===== src/rtl/pbt_pkg.sv =====
package pbt_pkg;
  localparam int PBT_AW = 32;
  localparam int PBT_DA = PBT_AW - 2;
  localparam int PBT_BE = PBT_AW / 8;

  typedef enum logic [2:0] {
    CLS_NONE = 3'd0,
    CLS_IO   = 3'd1,
    CLS_MEM  = 3'd2,
    CLS_CFG  = 3'd3,
    CLS_SPC  = 3'd4
  } pbt_class_e;

  typedef enum logic [1:0] {
    ST_IDLE,
    ST_DATA,
    ST_HALT,
    ST_SKIP
  } pbt_state_e;

  function automatic pbt_class_e pbt_classify(input logic [3:0] c);
    case (c)
      4'b0000, 4'b0001:                            return CLS_SPC;
      4'b0010, 4'b0011:                            return CLS_IO;
      4'b0110, 4'b0111, 4'b1100, 4'b1110, 4'b1111: return CLS_MEM;
      4'b1010, 4'b1011:                            return CLS_CFG;
      default:                                     return CLS_NONE;
    endcase
  endfunction

  // Unsigned offset compare: wraps cleanly and a zero size never hits.
  function automatic logic pbt_in_win(input logic [PBT_DA-1:0] a,
                                      input logic [PBT_DA-1:0] base,
                                      input logic [PBT_DA-1:0] size);
    return (a - base) < size;
  endfunction

  function automatic logic [PBT_DA-1:0] pbt_step(input logic [PBT_DA-1:0] a);
    return a + 1'b1;
  endfunction
endpackage


===== src/rtl/pbt_cmd_decode.sv =====
module pbt_cmd_decode
  import pbt_pkg::*;
(
  input  logic [3:0]  cmd,
  output pbt_class_e  cls,
  output logic        is_mem,
  output logic        is_wr
);
  always_comb begin
    cls    = pbt_classify(cmd);
    is_mem = (cls == CLS_MEM);
    is_wr  = cmd[0];
  end
endmodule


===== src/rtl/pbt_win_cmp.sv =====
module pbt_win_cmp
  import pbt_pkg::*;
#(
  parameter int W = PBT_DA
) (
  input  logic [W-1:0] probe,
  input  logic [W-1:0] base,
  input  logic [W-1:0] size,
  output logic         hit
);
  assign hit = pbt_in_win(probe, base, size);
endmodule


===== src/rtl/pbt_addr_ctr.sv =====
module pbt_addr_ctr
  import pbt_pkg::*;
#(
  parameter int W = PBT_DA
) (
  input  logic         clk,
  input  logic         rst_n,
  input  logic         load,
  input  logic [W-1:0] load_val,
  input  logic         step,
  output logic [W-1:0] q
);
  always_ff @(posedge clk or negedge rst_n) begin
    if (!rst_n)    q <= '0;
    else if (load) q <= load_val;
    else if (step) q <= pbt_step(q);
  end
endmodule


===== src/rtl/pbt_burst_target.sv =====
module pbt_burst_target
  import pbt_pkg::*;
(
  input  logic              clk,
  input  logic              rst_n,
  input  logic [PBT_AW-1:0] ad_in,
  input  logic [3:0]        cbe_n,
  input  logic              frame_n,
  input  logic              irdy_n,
  input  logic [PBT_DA-1:0] win_base,
  input  logic [PBT_DA-1:0] win_size,
  input  logic [PBT_AW-1:0] lcl_rdata,
  output logic              devsel_n,
  output logic              trdy_n,
  output logic              stop_n,
  output logic [PBT_AW-1:0] ad_out,
  output logic              ad_oe,
  output logic [2:0]        cyc_class,
  output logic [PBT_DA-1:0] lcl_addr,
  output logic              lcl_wr,
  output logic              lcl_rd,
  output logic [PBT_BE-1:0] lcl_be,
  output logic [PBT_AW-1:0] lcl_wdata
);
  localparam int NCMP = 2;

  pbt_state_e state_q;
  pbt_class_e cls_q, dec_cls;
  logic       dec_mem, dec_wr;
  logic       wr_q, lin_q;
  logic       dsel_q, trdy_q, stop_q;

  // Named internal events, also used by the bound checker
  logic addr_phase, claim, xfer, last_xfer, cut, halt_done, skip_done;

  logic [NCMP-1:0]   win_hit;
  logic [PBT_DA-1:0] win_probe [NCMP];

  pbt_cmd_decode u_dec (
    .cmd    (cbe_n),
    .cls    (dec_cls),
    .is_mem (dec_mem),
    .is_wr  (dec_wr)
  );

  // Probe 0: address on the bus; probe 1: dword after the current one
  assign win_probe[0] = ad_in[PBT_AW-1:2];
  assign win_probe[1] = pbt_step(lcl_addr);

  for (genvar g = 0; g < NCMP; g++) begin : g_win
    pbt_win_cmp #(.W(PBT_DA)) u_cmp (
      .probe (win_probe[g]),
      .base  (win_base),
      .size  (win_size),
      .hit   (win_hit[g])
    );
  end

  assign addr_phase = (state_q == ST_IDLE) && !frame_n;
  assign claim      = addr_phase && dec_mem && win_hit[0];
  assign xfer       = (state_q == ST_DATA) && !irdy_n && trdy_q;
  assign last_xfer  = xfer && frame_n;
  assign cut        = xfer && !frame_n && (!lin_q || !win_hit[1]);
  assign halt_done  = (state_q == ST_HALT) && frame_n && !irdy_n;
  assign skip_done  = (state_q == ST_SKIP) && frame_n && irdy_n;

  pbt_addr_ctr #(.W(PBT_DA)) u_ctr (
    .clk      (clk),
    .rst_n    (rst_n),
    .load     (claim),
    .load_val (win_probe[0]),
    .step     (xfer),
    .q        (lcl_addr)
  );

  always_ff @(posedge clk or negedge rst_n) begin
    if (!rst_n) begin
      state_q <= ST_IDLE;
      cls_q   <= CLS_NONE;
      wr_q    <= 1'b0;
      lin_q   <= 1'b0;
    end else begin
      if (addr_phase) begin
        cls_q <= dec_cls;
        wr_q  <= dec_wr;
        lin_q <= (ad_in[1:0] == 2'b00);
      end
      unique case (state_q)
        ST_IDLE: if (addr_phase) state_q <= claim ? ST_DATA : ST_SKIP;
        ST_DATA: begin
          if (last_xfer) state_q <= ST_IDLE;
          else if (cut)  state_q <= ST_HALT;
        end
        ST_HALT: if (halt_done) state_q <= ST_IDLE;
        ST_SKIP: if (skip_done) state_q <= ST_IDLE;
        default: state_q <= ST_IDLE;
      endcase
    end
  end

  always_ff @(posedge clk or negedge rst_n) begin
    if (!rst_n) begin
      dsel_q <= 1'b0;
      trdy_q <= 1'b0;
      stop_q <= 1'b0;
    end else begin
      if (claim)                       dsel_q <= 1'b1;
      else if (last_xfer || halt_done) dsel_q <= 1'b0;
      if (claim)                       trdy_q <= 1'b1;
      else if (last_xfer || cut)       trdy_q <= 1'b0;
      if (cut)                         stop_q <= 1'b1;
      else if (halt_done)              stop_q <= 1'b0;
    end
  end

  assign devsel_n  = !dsel_q;
  assign trdy_n    = !trdy_q;
  assign stop_n    = !stop_q;
  assign cyc_class = cls_q;
  assign lcl_wr    = xfer && wr_q;
  assign lcl_rd    = xfer && !wr_q;
  assign lcl_be    = ~cbe_n;
  assign lcl_wdata = ad_in;
  assign ad_oe     = (state_q == ST_DATA) && !wr_q;
  assign ad_out    = lcl_rdata;
endmodule


===== config.mk =====
export PLATFORM = sky130hd
export DESIGN_NAME = pbt_burst_target
export DESIGN_NICKNAME = d
export VERILOG_FILES = /design/src/rtl/pbt_pkg.sv /design/src/rtl/pbt_cmd_decode.sv /design/src/rtl/pbt_win_cmp.sv /design/src/rtl/pbt_addr_ctr.sv /design/src/rtl/pbt_burst_target.sv
export SDC_FILE = /design/constraint.sdc
export NUM_CORES = 1
export LEC_CHECK = 0
export CAP_MARGIN = 40
export CORE_MARGIN = 10
export CORE_UTILIZATION = 55
export CTS_CLUSTER_SIZE = 30
export DETAILED_ROUTE_END_ITERATION = 10
export GPL_TIMING_DRIVEN = 0
export HOLD_SLACK_MARGIN = 0.02
export PLACE_DENSITY = 0.95
export SLEW_MARGIN = 20
export SYNTH_ARGS = -nofsm -noshare
export SYNTH_HDL_FRONTEND = slang
export SYNTH_HIERARCHICAL = 1
export SYNTH_SLANG_ARGS = --single-unit
export TNS_END_PERCENT = 20

===== constraint.sdc =====
create_clock -name clk -period 14 [get_ports clk]
set_input_delay 2.8 -clock clk [delete_from_list [all_inputs] [get_ports clk]]
set_output_delay 2.8 -clock clk [all_outputs]
set_load 0.01 [all_outputs]

# Word level (Yosys, flattened, before mapping)
# Memories as Yosys holds them, arrays and structs flattened.
# Index checks and enable logic that the tools add are counted.
[word_totals]
ff_bits = 40
romBits = 48
inputBits = 132
out_inout_bits = 107
elab_cells = 71
n_memories = 1
[mem_list]
columns = ["name", "depth", "width", "read_ports", "rd_ports_with_merged_regs", "wr", "line", "source"]
rows = [
  ["(name not given)", 16, 3, 1, 0, 0, "pbt_pkg.sv:22", "case (c)"],
]
[classes]
add_sub_neg = 3
magnitude_cmp = 2
eq_ne = 8
mux = 15
n_bitwise = 1
reduce_logical = 33
[op_table]
columns = ["op", "n"]
rows = [
  ["less-than comparator 30 bit", 2],
  ["two-way mux 30 bit", 2],
  ["subtractor 30 bit", 2],
  ["adder 30 x 1 -> 30 bit (second input constant)", 1],
  ["logical AND 1 bit", 15],
  ["two-way mux 2 bit", 6],
  ["zero test 1 bit", 8],
  ["one-hot mux 2 bit (4 select lines)", 1],
  ["nonzero test 2 bit", 4],
  ["two-way mux 1 bit", 6],
  ["!= test 2 bit (second input constant)", 3],
  ["equality test 2 bit (second input constant)", 2],
  ["zero test 2 bit", 2],
  ["inverter 4 bit", 1],
  ["AND reduction 4 bit", 1],
  ["equality test 3 x 2 -> 1 bit (second input constant)", 1],
  ["logical OR 1 bit", 3],
  ["!= test 3 bit (second input constant)", 1],
  ["equality test 2 x 1 -> 1 bit (second input constant)", 1],
]

# Longest topological paths before layout
# Gate-level depths: netlist (run 1).
[depth]
ltp_word = 9
mapped_depth = 24
mapped_depth_nobuf = 24

# Hierarchy
# The synthesis (run 1) kept the hierarchy.
[modules_own_cells]
columns = ["module", "n_inst", "cells_each", "area_each_um2", "seq_area_each_um2"]
rows = [
  ["pbt_win_cmp at g_win[0].u_cmp", 1, 384, 2756.4, 0.0],
  ["pbt_win_cmp at g_win[1].u_cmp", 1, 380, 2598.7, 0.0],
  ["pbt_addr_ctr", 1, 199, 1742.9, 750.7],
  ["pbt_burst_target", 1, 194, 1535.2, 250.2],
  ["pbt_cmd_decode", 1, 7, 48.8, 0.0],
]

# Least setup slack after synthesis (run 1)
# Ideal clock, no wire load.
[synth_timing]
path_type = "input to register"
startpoint = "in win_base[22]"
endpoint = "reg u_ctr.q[23]"
setup_time_ns = 0.141
t_arrival_ns = 6.333
required_ns = 13.859
setup_slack_ns = 7.525
cell_stages = 22
path_buffers = 3
cell_sequence = "inv_1 ha_1 buf_4 a21oi_1 o21ai_1 a2111oi_0 o32a_1 o21ai_0 xor2_1 ha_1 a21o_1 a21o_1 a21oi_1 o21ai_0 a21oi_1 o21a_1 and3_1 clkbuf_1 clkinv_1 clkbuf_1 nor2_1 a31oi_1"
[synth_via]
elab_chain_cells = 4
word_cells_on_any_way = 5
cone_classes = "add/sub (1); order compare (1); mux (1); reduce/logical (2)"
[synth_rtl]
columns = ["item", "line", "source"]
rows = [
  ["start, declared", "pbt_burst_target.sv:10", "input logic [PBT_DA-1:0] win_base,"],
  ["subtractor 30 bit *", "pbt_pkg.sv:35", "return (a - base) < size;"],
  ["less-than comparator 30 bit *", "pbt_pkg.sv:35", ""],
  ["via win_hit[0]", "pbt_burst_target.sv:36", "logic [NCMP-1:0] win_hit;"],
  ["logical AND 1 bit *", "pbt_burst_target.sv:60", "assign claim = addr_phase && dec_mem && win_hit[0];"],
  ["via claim", "pbt_burst_target.sv:34", "logic addr_phase, claim, xfer, last_xfer, cut, halt_done, skip_done;"],
  ["two-way mux 30 bit or nonzero test 2 bit (tied branches)", "n/a", ""],
  ["end signal, assigned", "pbt_addr_ctr.sv:15", "else if (load) q <= load_val;"],
  ["end signal, assigned", "pbt_addr_ctr.sv:16", "else if (step) q <= pbt_step(q);"],
  ["end, declared", "pbt_addr_ctr.sv:11", "output logic [W-1:0] q"],
]
# Mark *: on every way through the listed nets, which the timed path passes. The rest lies on a longest branch.
# A chain may end at the register's enable or synchronous reset.

# Final worst setup path (run 1)
[layout_timing]
startpoint = "in ad_in[2]"
endpoint = "reg u_ctr.q[18]"
[layout_via]
elab_chain_cells = 4
word_cells_on_any_way = 5
cone_classes = "add/sub (1); order compare (1); mux (1); reduce/logical (2)"
[layout_rtl]
columns = ["item", "line", "source"]
rows = [
  ["start, declared", "pbt_burst_target.sv:6", "input logic [PBT_AW-1:0] ad_in,"],
  ["subtractor 30 bit *", "pbt_pkg.sv:35", ""],
  ["less-than comparator 30 bit *", "pbt_pkg.sv:35", ""],
  ["via win_hit[0]", "pbt_burst_target.sv:36", ""],
  ["logical AND 1 bit *", "pbt_burst_target.sv:60", ""],
  ["via claim", "pbt_burst_target.sv:34", ""],
  ["two-way mux 30 bit or nonzero test 2 bit (tied branches)", "n/a", ""],
]
# Marks and branches as above.

==> metrics.md, run 1 <==
| Metric | Value |
|---|---|
| Port Buffer Count | `206` |
| Clock power frac | `0.081` |
| Final Hold Violating Endpoints | `0` |
| Area grow syn2layout | `29.1%` |
| Num CTS Buffers | `5` |
| Util after Layout | `0.732` |
| Share of cells above drive strength 1 | `0.104` |
| Commonest non-fill, non-tap cell in the layout | `clkdlybuf4s50_1` |
| Clock transition at path regs | `0.06 ns` |
| Filler cells | `1192` |
| WHS Path Cells | `1` |
| Sequential area share after synthesis | `0.115` |
| Internal power | `847 uW` |
| Max Fanout on Critical Path | `10` |
| Setup slack at placement | `5.72 ns` |
| Part of the power in registers | `0.169` |
| Setup violations, final | `0` |
| #FFs+latches synth | `40` |
| Routed vias | `9569` |
| Most frequent cells in the layout | `clkdlybuf4s50_1 (205), inv_1 (145), ha_1 (118)` |
| Max Slew Vio Count | `0` |
| Sequential Area | `1000 um2` |
| Clock period minus worst slack | `8.32 ns` |
| DRC Markers | `0` |
| Post-CTS sizing | `0` |
| Vias in the first global route | `9447` |
| Number of flops mapped to enable cells by yosys | `0` |
| Clock Skews | `0.00897 ns` |
| Grt ovf | `0` |
| Ports | `239` |
| Root buffer cell | `clkbuf_16` |
| Routed WL | `30200 um` |
| Fmax | `120 MHz` |
| RSZ-0062 raised after global routing | `false` |
| Max_slew headroom | `0.597` |
| # hold bufs at CTS | `0` |
| Hold slack | `0.513 ns` |
| Post-route ant nets | `0` |
| Crit start category | `primary input` |
| Largest cells by area after synthesis | `ha_1 (17%), dfrtp_1 (12%), inv_1 (6.3%)` |
| DRT iter0 DRCs | `867` |
| Worst-Margin Slew | `0.605 ns` |
| Die ar. | `21200 um2` |
| Worst Reg-to-Reg Cells | `23` |
| Multi-input gate area | `6420 um2` |
| Die H | `146 um` |
| Synthesized area per cell | `7.46 um2` |
| Dpl hpwl | `25200 um` |
| Outcome | `finished clean` |
| Synth warn | `6` |
| Synth area leader | `ha_1` |
| GRT Util Overall | `0.268` |
| Critical path arrival | `8.44 ns` |
| FP Rows | `45` |
| Worst Path Required | `14.12 ns` |
| Static Leak | `5.21 nW` |
| Syn nets | `1416` |
| Mapped Cells | `1164` |
| Routability Congestion | `0.973` |
| Fraction of registers with async set/reset | `1.00` |
| 1st-pass router iterations | `6` |
| Largest net degree at the start of global routing | `23` |
| Clock Sinks | `40` |
| Final WS setup | `5.68 ns` |
| Crit share post-route | `0.594` |
| Crit. End Element | `flip-flop` |
| Gate power share | `0.750` |
| Min-delay worst type | `flip-flop to flip-flop` |
| Core area | `15300 um2` |
| Initial Utilization | `0.567` |
| Wire per inst | `19.0 um` |
| Clk_lat worst skew | `0.29 ns` |
| Sw Pwr | `862 uW` |
| VDD IR max | `0.0000985 V` |
| Max Cap Viol | `0` |
| Synth top area share | `0.170` |
| Placed Area | `11000 um2` |
| Crit Path Class | `primary input to flip-flop` |
| Total power density per cell area | `152 nW/um2` |
| Postcts setup bufs | `0` |
| Max clock buf depth | `2` |
| Post-DR vias/cell | `6.02` |
| Initial antenna violation count | `0` |
| Sw Ratio | `0.505` |
| Setup TNS | `0 ns` |
| First-pass GRT wire length | `47600 um` |
| CTS tree | `built` |
| Die Span X | `146 um` |
| Post-Syn Area | `8680 um2` |
| CTS H-tree depth | `2` |
| Nets | `1630` |
| Antenna Cells | `0` |
| Synth unique cells | `92` |
| Ys flop type | `dfrtp_1` |
| Fin area | `11200 um2` |
-- worst max-delay path, stage by stage --
cell,delay [ns]
clkdlybuf4s50_1,0.52
inv_1,0.07
ha_1,0.22
fa_1,0.40
nand2b_1,0.20
a21oi_1,0.39
o211ai_1,0.21
a21oi_2,0.38
a31oi_1,0.19
xnor2_1,0.19
ha_1,0.20
a21o_1,0.16
a21o_1,0.17
a21oi_1,0.12
o21ai_0,0.15
a21oi_1,0.23
o21a_1,0.22
and3_1,0.26
clkbuf_1,0.36
clkinv_1,0.36
clkbuf_1,0.33
nor2_1,0.22
a31oi_1,0.08
-- power groups by stage --
stage          Combinational [mW]  Clock, mW  Sequential, mW
2_1_floorplan               0.832          0           0.278
3_3_place_gp                 1.21          0           0.280
3_5_place_dp                 1.26          0           0.286
4_1_cts                      1.27      0.138           0.285
5_1_grt                      1.41      0.142           0.299
6_report                     1.28      0.138           0.289
-- per-layer routing --
layer  part of all wire  GRT usage  up-vias
met5                  0          0        -
met4              0.054      0.130        0
met3              0.079     0.0553      114
met2               0.47      0.461      519
met1               0.40      0.310     4380
li1                   -          -     4556
-- cell type report --
cell class,instances,area share
buffer,104,0.0637
sequential,40,0.0893
clock inverter,2,0.00346
multi-input combinational,874,0.573
inverter,146,0.0489
clock buffer,6,0.0124
timing repair buffer,207,0.186
tap,211,0.0236
-- sequential cells by signal (all words and copies together) (netlist names) --
signal and cells:
wr_q 1, trdy_q 1, stop_q 1, dsel_q 1, lin_q 1, cyc_class 3
state_q 2, u_ctr/q 30
-- per-stage QoR --
| step | cells | power [mW] |
|---|---|---|
| final | 1590 | 1.71 |
| after global routing | 1590 | 1.85 |
| after CTS | 1590 | 1.69 |
| after detailed placement | 1582 | 1.54 |
| after global placement | 1581 | 1.49 |
| after floorplan | 1164 | 1.11 |
-- synthesized netlist by cell type, types with 9 or more instances --
library cell	instances
nand4_1	39
nand2b_1	11
ha_1	118
o21bai_1	11
or4_1	17
buf_4	69
nor3_1	15
and3_1	11
a21o_1	42
nand3_1	42
and2_1	13
inv_1	145
nor2_1	64
xor2_1	30
o21ai_0	55
o21a_1	9
xnor2_1	55
nand2_1	69
clkbuf_1	22
a21oi_1	75
o31ai_1	19
a211oi_1	15
dfrtp_1	40
a31oi_1	21
-- worst paths after layout --
path | from | end | slack [ns]
worst max-delay path | ad_in[2] | u_ctr/q[18] | 5.68
min in group asynchronous | rst_n | cyc_class[2] | 2.46
worst min-delay path | trdy_q | trdy_q | 0.51
worst max register to register | u_ctr/q[0] | state_q[1] | 8.01
worst min register to register | trdy_q | trdy_q | 0.51
max in group asynchronous | rst_n | u_ctr/q[25] | 11.05
-- cell families after synthesis --
logic type / synth area share
simple gates: 0.212
mux: 0.0124
flops: 0.115
xor+xnor: 0.0857
compound gates: 0.254
buf+inv: 0.145
fa+ha+maj: 0.175
Note: power is estimated with default switching activity, not from simulation.
==> inputs of run 2 (changes only) <==
--- a/config.mk
+++ b/config.mk
@@ -7,12 +7,12 @@
 export LEC_CHECK = 0
 export CAP_MARGIN = 40
 export CORE_MARGIN = 10
-export CORE_UTILIZATION = 55
+export CORE_UTILIZATION = 46
 export CTS_CLUSTER_SIZE = 30
 export DETAILED_ROUTE_END_ITERATION = 10
 export GPL_TIMING_DRIVEN = 0
 export HOLD_SLACK_MARGIN = 0.02
-export PLACE_DENSITY = 0.95
+export PLACE_DENSITY = 0.87
 export SLEW_MARGIN = 20
 export SYNTH_ARGS = -nofsm -noshare
 export SYNTH_HDL_FRONTEND = slang
==> constraint.sdc (replaced) <==
create_clock -name clk -period 7.51 [get_ports clk]
set_input_delay 1.502 -clock clk [delete_from_list [all_inputs] [get_ports clk]]
set_output_delay 1.502 -clock clk [all_outputs]
set_load 0.01 [all_outputs]
==> metrics.md, run 2 (synthesis gave the netlist of run 1 again) <==
| Metric | Value |
|---|---|
| Outcome | `finished clean` |
| Crit start category | `primary input` |
| Fmax | `148 MHz` |
| Setup violations, final | `0 (unchanged)` |
| FP Rows | `50 (+11%)` |
| DRC Markers | `0 (unchanged)` |
| Postcts setup bufs | `0 (unchanged)` |
| Post-route ant nets | `0 (unchanged)` |
| CP cell instances | `clkdlybuf4s50_1, ha_1, buf_4, a21oi_1, o21ai_1, a2111oi_0, o32a_1, o21ai_0, xor2_1, ha_1, a21o_1, a21o_1, a21oi_1, o21ai_0, a21oi_1, o21a_1, and3_1, clkbuf_1, clkinv_1, clkbuf_1, nor2_1, a31oi_1` |
| Die H | `157 um (+8.1%)` |
| Die Span X | `157 um (+8.1%)` |
| Clock transition at path regs | `0.06 ns (about the same)` |
| Max clock buf depth | `2 (unchanged)` |
| Worst Path Required | `7.65 ns (-6.47 ns)` |
| Die ar. | `24800 um2 (+17%)` |
| Antenna Cells | `0 (unchanged)` |
| Dpl hpwl | `25300 um (+0.30%)` |
| WHS Path Cells | `1 (unchanged)` |
| Static Leak | `5.20 nW (-0.19%)` |
| Wire per inst | `18.5 um (-2.8%)` |
| Total power density per cell area | `281 nW/um2 (+84%)` |
| Reg2reg start | `u_ctr/q[0]` |
| Port Buffer Count | `206 (unchanged)` |
| Num CTS Buffers | `5 (unchanged)` |
| 1st-pass router iterations | `6 (unchanged)` |
| Clock Sinks | `40 (unchanged)` |
| Ports | `239 (unchanged)` |
| Routability Congestion | `0.995 (+2.3%)` |
| Non-Filler Instances | `1613 (+1.4%)` |
| DRT iter0 DRCs | `629 (-27%)` |
| Nets | `1630 (unchanged)` |
| Largest net degree at the start of global routing | `30 (+30%)` |
| Max Fanout on Critical Path | `10 (unchanged)` |
| VDD IR max | `0.000162 V (+65%)` |
| Share of cells above drive strength 1 | `0.104 (unchanged)` |
| Critical path arrival | `6.91 ns (-1.53 ns)` |
| Setup slack at placement | `0.576 ns (-5.14 ns)` |
| Grt ovf | `0 (unchanged)` |
| Most frequent cells in the layout | `clkdlybuf4s50_1 (205), inv_1 (145), ha_1 (118)` |
| Largest reg by FF count | `u_ctr/q` |
| Initial Utilization | `0.466 (-0.101)` |
| Final Hold Violating Endpoints | `0 (unchanged)` |
| Routed vias | `9297 (-2.8%)` |
| # hold bufs at CTS | `0 (unchanged)` |
| Hold Startpoint | `lin_q` |
| Setup TNS | `0 ns (unchanged)` |
| Crit Path Class | `primary input to flip-flop` |
| Post-DR vias/cell | `5.76 (-4.2%)` |
| First-pass GRT wire length | `46300 um (-2.8%)` |
| Worst Reg-to-Reg Cells | `23 (unchanged)` |
| Core area | `18600 um2 (+22%)` |
| Vias in the first global route | `9137 (-3.3%)` |
| Crit share post-route | `0.901` |
| Clock Skews | `0.00760 ns (-0.00137 ns)` |
| Worst r2r dst | `state_q[1]` |
| R2R Setup Slk | `1.58 ns (-6.43 ns)` |
| Max Cap Viol | `0 (unchanged)` |
| Cells after DPL | `1605 (+1.5%)` |
| Clock period minus worst slack | `6.76 ns` |
| Post-CTS sizing | `0 (unchanged)` |
| Final WS setup | `0.745 ns (-4.93 ns)` |
| CTS H-tree depth | `2 (unchanged)` |
| Initial antenna violation count | `0 (unchanged)` |
| Worst-Margin Slew | `0.643 ns (+0.0373 ns)` |
| GRT Util Overall | `0.231 (-0.0374)` |
| Clk_lat worst skew | `0.30 ns (about the same)` |
| Most used cell, CP | `a21oi_1` |
| Hold endpoint | `lin_q` |
| Routed WL | `29800 um (-1.4%)` |
| Area grow syn2layout | `29.3%` |
| Slowest cell delay on critical path | `0.52 ns (about the same)` |
| Crit. End Element | `flip-flop` |
| CTS tree | `built` |
| Max_slew headroom | `0.567 (-0.0294)` |
| Root buffer cell | `clkbuf_16` |
| Max Slew Vio Count | `0 (unchanged)` |
| RSZ-0062 raised after global routing | `false` |
| Critical path's slowest cell | `clkdlybuf4s50_1` |
| Min-delay worst type | `flip-flop to flip-flop` |
| Filler cells | `1743 (+46%)` |
| Commonest non-fill, non-tap cell in the layout | `clkdlybuf4s50_1` |
| Largest register FFs | `30 (unchanged)` |
[run 2: per-stage QoR]
step	hold slack, ns	utilization	area (um2)	total power [mW]
finish	0.511	0.602	11200	3.15
global route	0.538	0.602	11200	3.45
CTS	0.511	0.602	11200	3.14
detailed placement	0.497	0.593	11100	2.87
global placement	0.486	0.592	11000	2.80
floorplan	0.473	-	8680	2.07
[run 2: power breakdown]
group / switching, mW / internal (mW) / leakage (nW)
Clock: 0.0977 / 0.158 / 0.0804
Combinational: 1.27 / 1.09 / 4.63
Sequential: 0.217 / 0.318 / 0.483
[run 2: worst max-delay path by stage]
stage | from | endpoint | cells after the start
after detailed placement | win_base[14] | u_ctr/q[24] | 23
after global placement | ad_in[24] | u_ctr/q[23] | 22
final | ad_in[24] | u_ctr/q[24] | 22
after CTS | win_base[14] | u_ctr/q[24] | 23
after floorplan | win_base[22] | u_ctr/q[23] | 22
after global routing | ad_in[24] | u_ctr/q[24] | 22
[run 2: routing by layer]
metal	share of wire	global-route usage	vias up
li1	-	-	4548
met1	0.40	0.271	4279
met2	0.47	0.398	414
met3	0.092	0.0628	56
met4	0.030	0.0717	0
met5	0	0	-
[run 2: cell type report]
| type | count | area [um2] | area share |
|---|---|---|---|
| Clock buffer | 5 | 125 | 0.0111 |
| Clock inverter | 3 | 46.3 | 0.00412 |
| Buffer | 104 | 714 | 0.0637 |
| Inverter | 146 | 548 | 0.0488 |
| Multi-Input combinational cell | 874 | 6420 | 0.572 |
| Tap cell | 234 | 293 | 0.0261 |
| Sequential cell | 40 | 1000 | 0.0892 |
| Timing Repair Buffer | 207 | 2080 | 0.185 |
[run 2: critical path, delay by kind of cell]
family | cells | cell delay (ns)
buffers and inverters | 5 | 1.71
adders and majority gates | 2 | 0.68
AOI/OAI and AO/OA | 12 | 2.37
xor gates and xnor gates | 1 | 0.21
and+or+nand+nor | 2 | 0.43
==> inputs of run 3 (changes only) <==
--- a/config.mk
+++ b/config.mk
@@ -12,7 +12,7 @@
 export DETAILED_ROUTE_END_ITERATION = 10
 export GPL_TIMING_DRIVEN = 0
 export HOLD_SLACK_MARGIN = 0.02
-export PLACE_DENSITY = 0.87
+export PLACE_DENSITY_LB_ADDON = 0.1
 export SLEW_MARGIN = 20
 export SYNTH_ARGS = -nofsm -noshare
 export SYNTH_HDL_FRONTEND = slang
==> metrics.md, run 3 (synthesis gave the netlist of run 1 again) <==
| Metric | Value |
|---|---|
| Hold Startpoint | `cyc_class[2]` |
| Max Fanout on Critical Path | `10 (unchanged)` |
| Area grow syn2layout | `29.4%` |
| Initial antenna violation count | `0 (unchanged)` |
| Die H | `157 um (unchanged)` |
| Ports | `239 (unchanged)` |
| Nets | `1630 (unchanged)` |
| Commonest non-fill, non-tap cell in the layout | `clkdlybuf4s50_1` |
| Clk_lat worst skew | `0.29 ns (about the same)` |
| Initial Utilization | `0.466 (unchanged)` |
| Outcome | `finished clean` |
| Max Slew Vio Count | `0 (unchanged)` |
| DRT iter0 DRCs | `684 (+8.7%)` |
| Fmax | `144 MHz (-2.6%)` |
| Worst Reg-to-Reg Cells | `23 (unchanged)` |
| Postcts setup bufs | `0 (unchanged)` |
| Util after Layout | `0.603 (+0.000739)` |
| Largest reg by FF count | `u_ctr/q` |
| CP startpoint | `win_base[22]` |
| Grt ovf | `0 (unchanged)` |
| Vias in the first global route | `8883 (-2.8%)` |
| 1st-pass router iterations | `5 (-1)` |
| Clock Skews | `0.00215 ns (-0.00545 ns)` |
| Root buffer cell | `clkbuf_16` |
| CP cell instances | `clkdlybuf4s50_1, inv_1, ha_1, buf_4, a21oi_1, o21ai_1, a2111oi_0, o32a_1, o21ai_0, xor2_1, ha_1, a21o_1, a21o_1, a21oi_1, o21ai_0, a21oi_1, o21a_1, and3_1, clkbuf_1, clkinv_1, clkbuf_1, nor2_1, a31oi_1` |
| Core area | `18600 um2 (unchanged)` |
| Largest net degree at the start of global routing | `22 (-27%)` |
| Max_slew headroom | `0.600 (+0.0330)` |
| Routed WL | `29300 um (-1.6%)` |
| DRC Markers | `0 (unchanged)` |
| WHS Path Cells | `1 (unchanged)` |
| Post-DR vias/cell | `5.63 (-2.2%)` |
| FP Rows | `50 (unchanged)` |
| Reg2reg start | `u_ctr/q[0]` |
| Min-delay worst type | `flip-flop to flip-flop` |
| Slowest cell delay on critical path | `0.54 ns (+0.02 ns)` |
| RSZ-0062 raised after global routing | `false` |
| Die Span X | `157 um (unchanged)` |
| Max Cap Viol | `0 (unchanged)` |
| Clock period minus worst slack | `6.95 ns (+0.183 ns)` |
| Critical path's top delay family | `compound AO/OA/AOI/OAI gates` |
| Clock Sinks | `40 (unchanged)` |
| Die ar. | `24800 um2 (unchanged)` |
| Setup violations, final | `0 (unchanged)` |
| Post-CTS sizing | `0 (unchanged)` |
| Crit start category | `primary input` |
| Critical path arrival | `7.10 ns (+0.19 ns)` |
| Port Buffer Count | `206 (unchanged)` |
| Antenna Cells | `0 (unchanged)` |
| Clock transition at path regs | `0.06 ns (about the same)` |
| Wire per inst | `18.2 um (-1.6%)` |
| Dpl hpwl | `24900 um (-1.4%)` |
| Largest register FFs | `30 (unchanged)` |
| Hold slack | `0.506 ns (-0.00470 ns)` |
| Setup TNS | `0 ns (unchanged)` |
| GRT Util Overall | `0.229 (-0.00184)` |
| Most used cell, CP | `a21oi_1` |
| Share of cells above drive strength 1 | `0.104 (unchanged)` |
| Worst path bufs/invs | `6 (+1)` |
| Max clock buf depth | `2 (unchanged)` |
| Total power density per cell area | `278 nW/um2 (-0.86%)` |
| Critical path's slowest cell | `clkdlybuf4s50_1` |
| Most frequent cells in the layout | `clkdlybuf4s50_1 (205), inv_1 (145), ha_1 (118)` |
| Crit. End Element | `flip-flop` |
| Filler cells | `1769 (+1.5%)` |
| WP depth | `23 (+4.5%)` |
| # hold bufs at CTS | `0 (unchanged)` |
| Worst-Margin Slew | `0.596 ns (-0.0463 ns)` |
| Final Hold Violating Endpoints | `0 (unchanged)` |
| VDD IR max | `0.000182 V (+12%)` |
| Worst Path Required | `7.66 ns (about the same)` |
| CTS H-tree depth | `2 (unchanged)` |
| First-pass GRT wire length | `45900 um (-0.80%)` |
| Num CTS Buffers | `5 (unchanged)` |
| Post-route ant nets | `0 (unchanged)` |
| Static Leak | `5.21 nW (+0.19%)` |
| Routability Congestion | `0.922 (-7.4%)` |
| Crit Path Class | `primary input to flip-flop` |
| CTS tree | `built` |
| Routed vias | `9088 (-2.2%)` |
| Crit share post-route | `0.925 (+0.0243)` |
-- run 3: changes by cell type in the layout (fill, tap and decap cells not counted) --
| cell | before | now |
|---|---|---|
| buf_12 | 1 | 0 |
| inv_6 | 1 | 0 |
| clkbuf_8 | 0 | 1 |
| buf_16 | 0 | 1 |
| clkinv_4 | 0 | 1 |
| clkinvlp_4 | 1 | 0 |
-- run 3: power breakdown --
group	switching (mW)	internal, mW
clock network	0.0943	0.167
logic	1.25	1.09
registers	0.210	0.318
-- run 3: stage by stage --
stage,total power [mW],area [um2],cells,setup WS [ns]
after detailed placement,2.85,11100,1605,0.406
after global placement,2.82,11000,1604,0.375
final,3.13,11200,1613,0.563
after CTS,3.13,11200,1613,0.721
after floorplan,2.07,8680,1164,2.33
after global routing,3.46,11200,1613,0.172
-- run 3: final timing paths --
path	to	slack (ns)
setup / recovery	u_ctr/q[27]	0.56
hold / removal	cyc_class[2]	0.51
setup reg to reg	state_q[1]	1.62
hold reg to reg	cyc_class[2]	0.51
max in group asynchronous	u_ctr/q[25]	5.84
min in group asynchronous	cyc_class[2]	1.17
-- run 3: per-layer routing --
metal | wire, um | share of wire | track usage | vias up
met4 | 484 | 0.017 | 0.0450 | 0
met1 | 12100 | 0.41 | 0.273 | 4208
met3 | 2320 | 0.079 | 0.0532 | 25
li1 | - | - | - | 4548
met2 | 14400 | 0.49 | 0.409 | 307
met5 | 0 | 0 | 0 | -
-- run 3: area by class of cell --
cell class                 count  area (um2)  area share
multi-input combinational    874        6420       0.571
buffer                       104         714      0.0636
inverter                     146         548      0.0488
tap                          234         293      0.0261
clock inverter                 2        38.8     0.00345
clock buffer                   6         139      0.0124
sequential                    40        1000      0.0891
timing repair buffer         207        2080       0.186
